==> src/rtl/burst_detect_pkg.sv <==
package burst_detect_pkg;

  typedef enum logic [1:0] {
    BST_HUNT = 2'd0,
    BST_RUN  = 2'd1,
    BST_TAIL = 2'd2
  } burst_state_e;

endpackage

==> src/rtl/bd_quiet_timer.sv <==
// Counts idle cycles since the last consumed byte (or since enable rose)
// and compares the count against the three timing limits.
module bd_quiet_timer #(
  parameter int TIME_W = 24
) (
  input  logic              clk,
  input  logic              rst_n,
  input  logic              enable,
  input  logic              byte_take,
  input  logic [TIME_W-1:0] lead_limit,
  input  logic [TIME_W-1:0] gap_limit,
  input  logic [TIME_W-1:0] tail_limit,
  output logic              lead_ok,
  output logic              gap_ok,
  output logic              tail_ok
);
  localparam logic [TIME_W-1:0] SAT = {TIME_W{1'b1}};

  logic [TIME_W-1:0] quiet_q;

  always_ff @(posedge clk) begin
    if (!rst_n || !enable) begin
      quiet_q <= '0;
    end else if (byte_take) begin
      quiet_q <= '0;
    end else if (quiet_q != SAT) begin
      quiet_q <= quiet_q + 1'b1;
    end
  end

  assign lead_ok = (quiet_q >= lead_limit);
  assign gap_ok  = (quiet_q <= gap_limit);
  assign tail_ok = (quiet_q >= tail_limit);

endmodule

==> src/rtl/bd_burst_tracker.sv <==
// Tracks progress through a burst and flags the cycle in which the
// trailing quiet window completes.
module bd_burst_tracker
  import burst_detect_pkg::*;
#(
  parameter int DATA_W = 8,
  parameter int CNT_W  = 8
) (
  input  logic              clk,
  input  logic              rst_n,
  input  logic              enable,
  input  logic              byte_take,
  input  logic [DATA_W-1:0] byte_val,
  input  logic [DATA_W-1:0] target,
  input  logic [CNT_W-1:0]  target_reps,
  input  logic              lead_ok,
  input  logic              gap_ok,
  input  logic              tail_ok,
  output logic              fire
);
  localparam logic [CNT_W:0] ONE_WIDE = {{CNT_W{1'b0}}, 1'b1};

  burst_state_e   state_q, state_d;
  logic [CNT_W:0] seen_q, seen_d;
  logic [CNT_W:0] seen_inc;
  logic [CNT_W:0] reps_wide;
  logic           is_match;
  logic           can_start;
  logic           can_extend;

  assign reps_wide  = {1'b0, target_reps};
  assign seen_inc   = seen_q + ONE_WIDE;
  assign is_match   = (byte_val == target);
  assign can_start  = is_match && lead_ok && (target_reps != '0);
  assign can_extend = (state_q == BST_RUN) && is_match && gap_ok;

  always_comb begin
    state_d = state_q;
    seen_d  = seen_q;
    fire    = 1'b0;
    if (byte_take) begin
      if (can_extend) begin
        seen_d  = seen_inc;
        state_d = (seen_inc >= reps_wide) ? BST_TAIL : BST_RUN;
      end else if (can_start) begin
        seen_d  = ONE_WIDE;
        state_d = (reps_wide == ONE_WIDE) ? BST_TAIL : BST_RUN;
      end else begin
        seen_d  = '0;
        state_d = BST_HUNT;
      end
    end else if (state_q == BST_TAIL && tail_ok) begin
      fire    = 1'b1;
      seen_d  = '0;
      state_d = BST_HUNT;
    end
  end

  always_ff @(posedge clk) begin
    if (!rst_n || !enable) begin
      state_q <= BST_HUNT;
      seen_q  <= '0;
    end else begin
      state_q <= state_d;
      seen_q  <= seen_d;
    end
  end

endmodule

==> src/rtl/burst_detect.sv <==
module burst_detect #(
  parameter int DATA_W = 8,
  parameter int CNT_W  = 8,
  parameter int TIME_W = 24
) (
  input  logic              clk,
  input  logic              rst_n,
  input  logic              enable,
  input  logic [DATA_W-1:0] match_char,
  input  logic [CNT_W-1:0]  rep_count,
  input  logic [TIME_W-1:0] gap_max,
  input  logic [TIME_W-1:0] tail_quiet,
  input  logic [TIME_W-1:0] lead_quiet,
  input  logic              in_valid,
  input  logic [DATA_W-1:0] in_data,
  output logic              in_ready,
  output logic              detect
);
  logic byte_take;
  logic lead_ok, gap_ok, tail_ok;
  logic fire;
  logic detect_q;

  assign in_ready  = enable;
  assign byte_take = in_valid && in_ready;

  bd_quiet_timer #(.TIME_W(TIME_W)) u_timer (
    .clk        (clk),
    .rst_n      (rst_n),
    .enable     (enable),
    .byte_take  (byte_take),
    .lead_limit (lead_quiet),
    .gap_limit  (gap_max),
    .tail_limit (tail_quiet),
    .lead_ok    (lead_ok),
    .gap_ok     (gap_ok),
    .tail_ok    (tail_ok)
  );

  bd_burst_tracker #(.DATA_W(DATA_W), .CNT_W(CNT_W)) u_track (
    .clk         (clk),
    .rst_n       (rst_n),
    .enable      (enable),
    .byte_take   (byte_take),
    .byte_val    (in_data),
    .target      (match_char),
    .target_reps (rep_count),
    .lead_ok     (lead_ok),
    .gap_ok      (gap_ok),
    .tail_ok     (tail_ok),
    .fire        (fire)
  );

  always_ff @(posedge clk) begin
    if (!rst_n || !enable) detect_q <= 1'b0;
    else                   detect_q <= fire;
  end

  assign detect = detect_q;

endmodule

==> config.mk <==
export PLATFORM = sky130hd
export DESIGN_NAME = burst_detect
export DESIGN_NICKNAME = d
export VERILOG_FILES = /design/src/rtl/burst_detect_pkg.sv /design/src/rtl/bd_quiet_timer.sv /design/src/rtl/bd_burst_tracker.sv /design/src/rtl/burst_detect.sv
export SDC_FILE = /design/constraint.sdc
export NUM_CORES = 1
export LEC_CHECK = 0
export BUFFER_PORTS_ARGS = -buffer_cell sky130_fd_sc_hd__clkbuf_2
export CAP_MARGIN = 25
export CORE_MARGIN = 5
export CORE_UTILIZATION = 47
export DETAILED_ROUTE_END_ITERATION = 12
export GPL_TIMING_DRIVEN = 0
export PLACE_DENSITY = 0.78
export SYNTH_ARGS = -nofsm -noshare
export SYNTH_HDL_FRONTEND = slang
export SYNTH_HIERARCHICAL = 1
export SYNTH_SLANG_ARGS = --single-unit
export TNS_END_PERCENT = 20
==> constraint.sdc <==
create_clock -name clk -period 5.6 [get_ports clk]
set_input_delay 0.28 -clock clk [delete_from_list [all_inputs] [get_ports clk]]
set_output_delay 0.28 -clock clk [all_outputs]
set_load 0.005 [all_outputs]
# == Word-level counts from Yosys, hierarchy flattened ==
# Cells that the tools add are included.
# op_classes
add_sub_neg,2
n_eq_ne,5
n_lt_le_gt_ge,4
mux,11
n_reduce_logical,12
# ops
operator,count
24-bit >= comparator,2
9-bit 2-to-1 mux,3
24-bit by 1-bit adder with 24-bit output (second input constant),1
24-bit less-or-equal comparator,1
24-bit inequality test (second input constant),1
2-bit 2-to-1 mux,6
9-bit by 1-bit adder with 9-bit output (second input constant),1
9-bit by 8-bit >= comparator with 1-bit output,1
8-bit by 1-bit == test with 1-bit output (second input constant),1
8-bit == test,1
8-bit nonzero test,1
1-bit logical AND,6
2-bit by 1-bit == test with 1-bit output (second input constant),1
2-bit == test (second input constant),1
1-bit logical NOT,2
1-bit 2-to-1 mux,2
2-bit nonzero test,1
2-bit OR reduction,1
1-bit logical OR,1
# word_totals
wordCells,38
input_bits,100
ff_bits,36

# == Longest topological paths before layout ==
# Gate-level depths: netlist (run 1).
# logic_depth
word_depth,6
ltp_mapped,12
depth_no_buf,12

# == By module ==
# Netlist (run 1), hierarchy kept.
# modules_own_cells
module,area_per_inst_um2,cells_each,instances
bd_quiet_timer,2980.4,383,1
bd_burst_tracker,914.6,113,1
burst_detect,40.0,4,1

# == Worst setup path after synthesis (run 1) ==
# Ideal clock, no wire load.
# synth_path
path_kind,register -> register
from,register u_timer.quiet_q[0]
to,register u_track.seen_q[1]
arrival_ns,2.422
setup_slack_ns,3.118
path_stages_with_launch,12
path_cell_list,dfxtp_1 > inv_1 > ha_1 > nand2b_1 > a2111oi_0 > nand3b_1 > nand4_1 > a21o_1 > nand2_1 > nor2_1 > nor3_1 > a22o_1
# synth_lines
element,line,text
start: declaration,bd_quiet_timer.sv:19,logic [TIME_W-1:0] quiet_q;
start signal: assignment,bd_quiet_timer.sv:27,quiet_q <= quiet_q + 1'b1;
24-bit >= comparator,bd_quiet_timer.sv:33,assign tail_ok = (quiet_q >= tail_limit);
net tail_ok,burst_detect.sv:20,"logic lead_ok, gap_ok, tail_ok;"
1-bit logical AND,bd_burst_tracker.sv:52,end else if (state_q == BST_TAIL && tail_ok) begin
2-bit nonzero test (no source line),--,
end signal: assignment,bd_burst_tracker.sv:65,seen_q <= seen_d;
end: declaration,bd_burst_tracker.sv:24,"logic [CNT_W:0] seen_q, seen_d;"
# The timed path passes the listed nets, and every way through them passes these cells.
# A chain may end at the register's enable or synchronous reset.

# == Final worst setup path (run 1) ==
# Same ends and word-level chain as after synthesis.

==> reports/metrics.cfg, run 1 <==
[logic_synthesis]
syn_area_per_cell_sq_um = 7.870
synthTopCellsByArea = ha_1, dfxtp_1, inv_1
yosys_warnings = 6
synth_top_cell_area_share = 0.2607
seq_area_frac_synth = 0.1831
synth-edff-count = 0
synth_cell_type_count = 52
syn_inst = 500
ys_ff_latch = 36
ys.flop_type = dfxtp_1
synth_largest_area_cell = ha_1
syn_nets = 682
synthArstFlopShare = 0
syn_area_sq_um = 3935

[min_path]
worstHoldPathType = primary input to register

[floorplanning]
start_util = 0.4813
io_pins = 102
core-area_sq_um = 8175
die_y_um = 101.5
fp.dieW_um = 101.5
fp-row-count = 33
fp.dieArea_sq_um = 10300

[timing]
tns_ps = 0
min_period_over_period = 0.5592
rsz0062_at_grt = no
hold_violations = 0
setup_viol = 0
fmax_ghz = 0.3193
fin_hold_ws_ps = 290.4
maxSlewHeadroom = 0.3269
fin_crit_ps = 3132
tightest_slew_ps = 1002
final_max_slew_viol_count = 0
skew_ps = 4.408

[worst_setup_path]
crit_arrival_ps = 3360
reg2reg_depth = 11
path_depth = 11
reg2reg_from = u_timer/quiet_q[0]
crit_path_end = u_track/seen_q[1]
cp_slowest_cell = nor3_1
path_delay_family = simple AND/OR/NAND/NOR gates
worstPathRequired_ps = 5830
reg2reg_to = u_track/seen_q[1]
startpoint_type = register
worstPathMaxFanout = 9
crit_chain = inv_1, ha_1, nand2b_1, a2111oi_0, nand3b_1, nand4_1, a21o_1, nand2_1, nor2_1, nor3_1, a22o_1
reg2reg_slack_ps = 2470
cp-startpoint = u_timer/quiet_q[0]
max_stage_delay_ps = 800
critPathBufInv = 1
criticalPathCategory = register to register
cp-end-kind = register

[global_routing]
track_usage = 0.1922
antenna_found_initial = 0
grt_pass1_vias = 3809
grt_max_degree = 11
grt_first_pass_wirelength_mm = 16.23
grt-ovfl-total = 0

[pwr]
p_leak_nw = 2.521
p_switching_mw = 0.1430
pwr-share-clk = 0.327
combPwrFrac = 0.193
seq_power_share = 0.480
powerDensity_nw_per_um2 = 115.3
peakVddDrop_uv = 84.31
swShare = 0.2667
internal_power_mw = 0.3930

[detailed_routing]
ant_nets = 0
first_iter_violations = 106
drcViolationCount = 0
wl_per_cell_um = 13.73
totalWireLength_mm = 9.790
dr_total_vias = 3838
vias_per_cell = 5.383
firstDrtPassIters = 4

[finish]
multiInputGateArea_sq_um = 2883
antenna_cells = 0
design_area_sq_um = 4649
final_cell_mix = clkbuf_2, ha_1, inv_1
instances_no_fill = 713
regArea_sq_um = 720.7
fill_cells = 778
syn_to_final_growth_pct = 18.16
nets = 790
drive_gt1_frac = 0.2023
finish.utilization = 0.5687
final_common_cell = clkbuf_2

[clocking]
cts_root_buf = clkbuf_8
cts_setup_buffers = 0
clock-sinks = 36
cts.repair.resized = 0
cts_hold_buf = 0
cts-htree-levels = 2
cts_tree = built
clk_latency_ps = 290
clockBufferDepth = 2
clkSlewWorstSetupHoldPaths_ps = 70
cts_buffers = 5

[placed_design]
placedInstanceArea_sq_um = 4572
hpwlAfterDp_mm = 8.212
port_buffers = 101
dp.cells = 706
gp_congestion = 0.8722

[flow_run]
drv_cap = 0

[status]
outcome = completed

-- routing by layer --
metal / up-vias / wire length (um) / global-route usage
met5: - / 0 / 0
met2: 106 / 4801 / 0.3491
li1: 1983 / - / -
met3: 12 / 517 / 0.02342
met1: 1737 / 4347 / 0.2356
met4: 0 / 125 / 0.05828
-- kinds of logic after synthesis --
logic type	count (synthesis)	share of synthesized area
buf+inv	85	0.08426
compound gates	96	0.1638
flops	36	0.1831
fa+ha+maj	82	0.2607
xor+xnor	32	0.07122
simple gates	169	0.2369
-- power by group through the flow --
| stage | combinational (mW) | clock, mW | sequential, mW |
|---|---|---|---|
| after floorplan | 0.0531 | 0 | 0.263 |
| after global placement | 0.0984 | 0 | 0.263 |
| after detailed placement | 0.104 | 0 | 0.263 |
| after CTS | 0.105 | 0.178 | 0.257 |
| after global routing | 0.119 | 0.190 | 0.257 |
| final | 0.103 | 0.175 | 0.257 |
-- Yosys cell counts (all sizes together) (4+ instances only) --
cell type,n
nand3,26
nand4,21
o211ai,5
o21ai,12
dfxtp,36
a22o,6
ha,82
inv,79
nor4,8
nor3,15
nor2,47
a21o,11
or4,4
xnor2,19
a21oi,30
nand2,28
a211oi,8
xor2,13
nand3b,5
-- worst min path at each step --
stage / start / endpoint / slack [ps] / depth (start not counted)
floorplan: enable / detect / 430 / 1
global placement: u_track/seen_q[8] / u_track/seen_q[8] / 450 / 2
detailed placement: u_track/seen_q[8] / u_track/seen_q[8] / 460 / 2
CTS: rst_n / detect / 280 / 2
global route: rst_n / detect / 280 / 2
finish: rst_n / detect / 290 / 2
-- registers in the layout, indices dropped and copies added (netlist names) --
name	cells
u_track/state_q	2
u_timer/quiet_q	24
detect	1
u_track/seen_q	9
-- metrics by stage --
stage | total power [mW] | worst slack, ps
after floorplan | 0.3161 | 3118
after global placement | 0.3616 | 2518
after detailed placement | 0.3669 | 2480
after CTS | 0.5398 | 2483
after global routing | 0.5660 | 2258
final | 0.5360 | 2468
-- layout make-up --
cell class / count / area share
tap: 105 / 0.02826
clock inverter: 1 / 0.001076
buffer: 6 / 0.007535
clock buffer: 6 / 0.01561
timing repair buffer: 101 / 0.1087
sequential: 36 / 0.1550
inverter: 79 / 0.06378
multi-input combinational: 379 / 0.6200
Note: power is estimated with default switching activity, not from simulation.
==> run 2: changes to the inputs <==
==> constraint.sdc (replaced) <==
create_clock -name clk -period 3.15 [get_ports clk]
set_input_delay 0.1575 -clock clk [delete_from_list [all_inputs] [get_ports clk]]
set_output_delay 0.1575 -clock clk [all_outputs]
set_load 0.005 [all_outputs]
==> run 2 against run 1 <==
Net effect:
- non-clock buffer count is the same
- wire length down 0.12%
- combinational power is 79% higher
- final area up 0.24%
- sequential share of layout area about the same
- utilization increased by 0.14 points
- sequential power rose by 78%
- clock power rose by 77%
- die area unchanged
==> reports/metrics.cfg, run 2 (same netlist as run 1, synthesis figures left out) <==
[clocking]
cts_root_buf = clkbuf_8
cts_buffers = 5  ; unchanged
cts_setup_buffers = 0  ; unchanged
cts_hold_buf = 0  ; unchanged
clock-sinks = 36  ; unchanged
clk_latency_ps = 290  ; about the same
cts_tree = built
clkSlewWorstSetupHoldPaths_ps = 70  ; about the same
clockBufferDepth = 2  ; unchanged
cts.repair.resized = 0  ; unchanged
cts-htree-levels = 2  ; unchanged

[floorplanning]
start_util = 0.4813  ; unchanged
fp.dieW_um = 101.5  ; unchanged
fp.dieArea_sq_um = 10300  ; unchanged
core-area_sq_um = 8175  ; unchanged
die_y_um = 101.5  ; unchanged
io_pins = 102  ; unchanged
fp-row-count = 33  ; unchanged

[worst_setup_path]
reg2reg_slack_ps = 300  ; -2170 ps
startpoint_type = register
reg2reg_depth = 10  ; -1
worstPathRequired_ps = 3380  ; -2450 ps
worstPathMaxFanout = 8  ; -1
cp-end-kind = register
criticalPathCategory = register to register
reg2reg_to = u_track/seen_q[3]
reg2reg_from = u_timer/quiet_q[22]
crit_arrival_ps = 3090  ; -270 ps

[timing]
rsz0062_at_grt = no
hold_violations = 0  ; unchanged
min_period_over_period = 0.9060  ; +0.3468
maxSlewHeadroom = 0.5309  ; +0.2040
setup_viol = 0  ; unchanged
tns_ps = 0  ; unchanged
final_max_slew_viol_count = 0  ; unchanged
fmax_ghz = 0.3504  ; +9.7%
tightest_slew_ps = 697.2  ; -304.7 ps
fin_crit_ps = 2854  ; -277.6 ps
skew_ps = 2.220  ; -2.188 ps

[finish]
final_common_cell = clkbuf_2
final_cell_mix = clkbuf_2, ha_1, inv_1
drive_gt1_frac = 0.2056  ; +0.003289
syn_to_final_growth_pct = 18.44
regMostFlops = u_timer/quiet_q
antenna_cells = 0  ; unchanged
biggestRegsByFlops = u_timer/quiet_q (24), u_track/seen_q (9), u_track/state_q (2)
nets = 790  ; unchanged
largest_reg_flops = 24  ; unchanged

[placed_design]
port_buffers = 101  ; unchanged
gp_congestion = 0.8722  ; unchanged
hpwlAfterDp_mm = 8.212  ; unchanged

[detailed_routing]
wl_per_cell_um = 13.71  ; -0.12%
dr_total_vias = 3864  ; +0.68%
first_iter_violations = 117  ; +10%
firstDrtPassIters = 4  ; unchanged
totalWireLength_mm = 9.778  ; -0.12%
vias_per_cell = 5.419  ; +0.68%
drcViolationCount = 0  ; unchanged
ant_nets = 0  ; unchanged

[pwr]
p_leak_nw = 2.524  ; +0.12%
p_total_mw = 0.9521  ; +78%
peakVddDrop_uv = 150.2  ; +78%
powerDensity_nw_per_um2 = 204.3  ; +77%

[min_path]
min_path_cells = 2  ; unchanged
hold_end = detect
worstHoldPathType = primary input to register
min_from = rst_n

[flow_run]
drv_cap = 0  ; unchanged

[global_routing]
grt-ovfl-total = 0  ; unchanged
grt_use_met1 = 0.2356  ; unchanged
grt_pass1_vias = 3809  ; unchanged
grt_max_degree = 11  ; unchanged
grt_first_pass_wirelength_mm = 16.23  ; unchanged
grtUsageMet3 = 0.02342  ; unchanged
met2_usage = 0.3491  ; unchanged
antenna_found_initial = 0  ; unchanged
grt_busiest_layer = met2
track_usage = 0.1922  ; unchanged

[status]
outcome = completed

==> run 2: cell count changes in the layout (fill, tap and decap cells not counted) <==
cell,previous run,this run
nor4_1,3,2
nor4_2,2,3
nor3_2,0,1
nor3_1,15,14
==> run 2: layer usage <==
metal  part of all wire  vias up
met5                  0        -
li1                   -     1988
met3              0.054       14
met2               0.49      108
met1               0.44     1754
met4              0.016        0
==> run 2: report_power, final <==
group	total, mW	internal (mW)	leakage [nW]	switching (mW)
logic	0.184	0.0927	2.19	0.0916
registers	0.458	0.456	0.290	0.00165
clock network	0.310	0.150	0.0410	0.160
==> run 2: through the flow <==
step / cell area, sq um / cells / hold slack [ps] / setup WS (ps) / utilization
floorplan: 3935 / 500 / 303.4 / 668.4 / -
global placement: 4572 / 706 / 453.1 / 67.96 / 0.5592
detailed placement: 4572 / 706 / 457.7 / 30.32 / 0.5592
CTS: 4649 / 713 / 157.7 / 33.43 / 0.5687
global route: 4661 / 713 / 156.3 / 47.02 / 0.5701
finish: 4661 / 713 / 166.3 / 296.0 / 0.5701
==> run 2: worst max-delay path: stages (launching register included) <==
cell	delay, ps
dfxtp_1	490
ha_1	320
nand4_1	190
nor4_2	110
a221oi_1	280
o211ai_1	180
o21ai_0	260
nand3b_1	270
nor4_4	440
o21ai_1	150
nand2_1	100
==> run 2: worst max-delay path by stage <==
stage	from	cells after the start	slack, ps	end
after floorplan	u_timer/quiet_q[0]	11	670	u_track/seen_q[1]
after global placement	u_timer/quiet_q[0]	11	70	u_track/seen_q[4]
after detailed placement	u_timer/quiet_q[0]	11	30	u_track/seen_q[6]
after CTS	u_timer/quiet_q[0]	11	30	u_track/seen_q[1]
after global routing	u_timer/quiet_q[22]	11	50	u_track/seen_q[0]
final	u_timer/quiet_q[22]	10	300	u_track/seen_q[3]
==> run 2: cell type report <==
class / count / area [sq um]
Timing Repair Buffer: 101 / 505.5
Clock inverter: 1 / 5.005
Buffer: 6 / 35.03
Multi-Input combinational cell: 379 / 2894
Sequential cell: 36 / 720.7
Clock buffer: 6 / 72.57
Fill cell: 775 / 3515
Inverter: 79 / 296.5
Tap cell: 105 / 131.4
==> run 3: changes to the inputs <==
--- a/config.mk
+++ b/config.mk
@@ -5,13 +5,14 @@
 export SDC_FILE = /design/constraint.sdc
 export NUM_CORES = 1
 export LEC_CHECK = 0
+export ABC_AREA = 1
 export BUFFER_PORTS_ARGS = -buffer_cell sky130_fd_sc_hd__clkbuf_2
 export CAP_MARGIN = 25
 export CORE_MARGIN = 5
 export CORE_UTILIZATION = 47
 export DETAILED_ROUTE_END_ITERATION = 12
 export GPL_TIMING_DRIVEN = 0
-export PLACE_DENSITY = 0.78
+export PLACE_DENSITY = 0.73
 export SYNTH_ARGS = -nofsm -noshare
 export SYNTH_HDL_FRONTEND = slang
 export SYNTH_HIERARCHICAL = 1
==> run 3 against run 2 <==
Net effect:
- final area increased by 14%
- register-to-register slack improved by 360 ps
- critical endpoint is now u_track/state_q[1]
- clock skew is 4.8 ps higher
- clock power grew 6.8%
- setup slack better by 360 ps
- clock-buffer cell count is 1 lower
- via count rose by 22%
- non-clock buffer count stayed put
==> reports/metrics.cfg, run 3 <==
[min_path]
min_from = rst_n
hold_end = detect
min_path_cells = 3  ; +1
worstHoldPathType = primary input to register

[finish]
instances_no_fill = 994  ; +39%
syn_to_final_growth_pct = 16.69
final_common_cell = nand2_1
largest_reg_flops = 24  ; unchanged
regMostFlops = u_timer/quiet_q
biggestRegsByFlops = u_timer/quiet_q (24), u_track/seen_q (9), u_track/state_q (2)
fill_cells = 1026  ; +32%
antenna_cells = 0  ; unchanged
drive_gt1_frac = 0.1684  ; -0.03718
final_cell_mix = nand2_1, inv_1, clkbuf_2
nets = 1042  ; +32%
finish.utilization = 0.5535  ; -0.01663

[floorplanning]
start_util = 0.4743  ; -0.007020
fp.dieW_um = 108.4  ; +6.8%
die_y_um = 108.4  ; +6.8%
core-area_sq_um = 9594  ; +17%
io_pins = 102  ; unchanged
fp-row-count = 36  ; +9.1%
fp.dieArea_sq_um = 11750  ; +14%

[detailed_routing]
dr_total_vias = 4714  ; +22%
dr_wl_met2_mm = 4.784  ; +0.29%
dr_wl_met3_um = 628  ; +18%
wl_met1_mm = 5.314  ; +23%
totalWireLength_mm = 10.85  ; +11%
ant_nets = 0  ; unchanged
wl_per_cell_um = 10.91  ; -20%
drcViolationCount = 0  ; unchanged
vias_per_cell = 4.742  ; -12%
first_iter_violations = 211  ; +80%
firstDrtPassIters = 5  ; +1
top_layer = met4

[global_routing]
track_usage = 0.1900  ; -0.002173
grt-ovfl-total = 0  ; unchanged
grt_max_degree = 13  ; +2
grt_pass1_vias = 4234  ; +11%
grt_first_pass_wirelength_mm = 18.32  ; +13%
antenna_found_initial = 0  ; unchanged

[placed_design]
port_buffers = 101  ; unchanged
hpwlAfterDp_mm = 9.079  ; +11%
gp_congestion = 0.8718  ; about the same
dpl_worst_slack_ps = 674.3  ; +644.0 ps
dp.cells = 986  ; +40%

[timing]
fin_crit_ps = 2498  ; -355.8 ps
rsz0062_at_grt = no
hold_violations = 0  ; unchanged
fmax_ghz = 0.4003  ; +14%
final_max_slew_viol_count = 0  ; unchanged
tightest_slew_ps = 537.9  ; -159.3 ps
setup_viol = 0  ; unchanged
min_period_over_period = 0.7931  ; -0.1130
finalWorstSetupSlack_ps = 651.9  ; +355.8 ps
skew_ps = 7.035  ; +4.814 ps
tns_ps = 0  ; unchanged
maxSlewHeadroom = 0.6403  ; +0.1094

[logic_synthesis]
syn_inst = 752  ; +50%
yosys.area_share.simple = 0.3544  ; +0.1175
synthArstFlopShare = 0  ; unchanged
synth_largest_area_cell = ha_1
synth_xor_area_frac = 0.01925  ; -0.05198
ys_top_cells_by_count = nand2_1, inv_1, ha_1, nor2_1, a21oi_1
yosys_warnings = 6  ; unchanged
seq_area_frac_synth = 0.1584  ; -0.02478
synth_top_cell_area_share = 0.2255  ; -0.03527
synth_most_common_cell = nand2_1
synth-edff-count = 0  ; unchanged
synthAdderAreaFrac = 0.2255  ; -0.03527
syn_nets = 934  ; +37%
muxShareOfSynthArea = 0  ; unchanged
syn_area_sq_um = 4551  ; +16%
ys_ff_latch = 36  ; unchanged
ys.flop_type = dfxtp_1
synth_cell_type_count = 33  ; -37%
synth_top_family_by_area = simple AND/OR/NAND/NOR gates
synthTopCellsByArea = ha_1, nand2_1, dfxtp_1
synth_compound_area_frac = 0.09018  ; -0.07357
syn_area_per_cell_sq_um = 6.051  ; -23%

[clocking]
cts.repair.resized = 0  ; unchanged
cts_tree = built
cts-htree-levels = 2  ; unchanged
clkSlewWorstSetupHoldPaths_ps = 80  ; about the same
cts_setup_buffers = 0  ; unchanged
clk_latency_ps = 290  ; about the same
clock-sinks = 36  ; unchanged
clockBufferDepth = 2  ; unchanged
cts_hold_buf = 0  ; unchanged
cts_root_buf = clkbuf_8
cts_buffers = 5  ; unchanged

[worst_setup_path]
cp-startpoint = u_timer/quiet_q[0]
criticalPathCategory = register to register
reg2reg_slack_ps = 650  ; +360 ps
startpoint_type = register
reg2reg_depth = 13  ; +3
reg2reg_from = u_timer/quiet_q[0]
crit_arrival_ps = 2720  ; -370 ps
worstPathMaxFanout = 10  ; +2
worstPathRequired_ps = 3370  ; about the same
reg2reg_to = u_track/state_q[1]
cp-end-kind = register

[status]
outcome = completed

[pwr]
p_leak_nw = 3.178  ; +26%
peakVddDrop_uv = 189.1  ; +26%
powerDensity_nw_per_um2 = 187.7  ; -8.1%

[flow_run]
drv_cap = 0  ; unchanged

[run 3: cell count changes in the layout (fill, tap and decap cells not counted), moves of 8 or more]
cell      before  now
a211oi_1       8    0
a21o_1        11    1
a21oi_1       30   48
inv_1         79  167
nand2_1       28  216
nand3_1       25   42
nor2_1        47   62
nor3_1        14    2
o21ai_0        8   16
xnor2_1       19    4
[run 3: per-stage QoR]
stage	hold WS (ps)	cell area [sq um]	power, mW
2_1_floorplan	283.0	4551	0.5878
3_3_place_gp	414.2	5223	0.6763
5_1_grt	109.7	5310	1.069
6_report	108.8	5310	0.9970
3_5_place_dp	414.5	5223	0.6787
4_1_cts	104.2	5310	1.011
[run 3: critical path, stage by stage, from the launching register on]
cell      delay, ps
dfxtp_1         430
inv_1           190
ha_1            310
nand2_1          60
nand3b_1         80
nand2_1          60
nand2_1          50
nand2_1          60
nand2_1         110
nand2_1         120
nand3_1         150
a31oi_2         520
nand2_1         130
a21oi_2         150
[run 3: worst max-delay path by stage]
stage,end,cells past startpoint
final,u_track/state_q[1],13
after global routing,u_track/seen_q[7],13
after CTS,u_track/state_q[1],13
after detailed placement,u_track/state_q[1],13
after global placement,u_track/state_q[1],13
after floorplan,u_track/state_q[1],13
[run 3: logic make-up (layout without fill, tap and decap cells)]
family | after synthesis | after routing
AOI/OAI and AO/OA | 76 | 76
xor gates and xnor gates | 10 | 10
adders and majority gates | 82 | 82
buffers and inverters | 179 | 288
DFF | 36 | 36
and+or+nand+nor | 369 | 369
[run 3: layer usage]
layer	vias to the layer above	GRT usage
li1	2561	-
met1	2019	0.2649
met2	126	0.3197
met3	8	0.01910
met4	0	0.03697
met5	-	0
[run 3: report_power, final]
part           internal, mW  switching [mW]  total, mW
registers             0.456         0.00203      0.458
clock network         0.154           0.176      0.331
logic                0.0966           0.112      0.208
total                 0.707           0.290      0.997
[run 3: final cells by class]
| cell class | count | area, sq um | share of cell area |
|---|---|---|---|
| buffer | 6 | 43.79 | 0.008247 |
| sequential | 36 | 720.7 | 0.1357 |
| tap | 133 | 166.4 | 0.03134 |
| clock inverter | 3 | 18.77 | 0.003534 |
| timing repair buffer | 101 | 505.5 | 0.09519 |
| multi-input combinational | 537 | 3137 | 0.5907 |
| clock buffer | 5 | 68.82 | 0.01296 |
| inverter | 173 | 649.4 | 0.1223 |
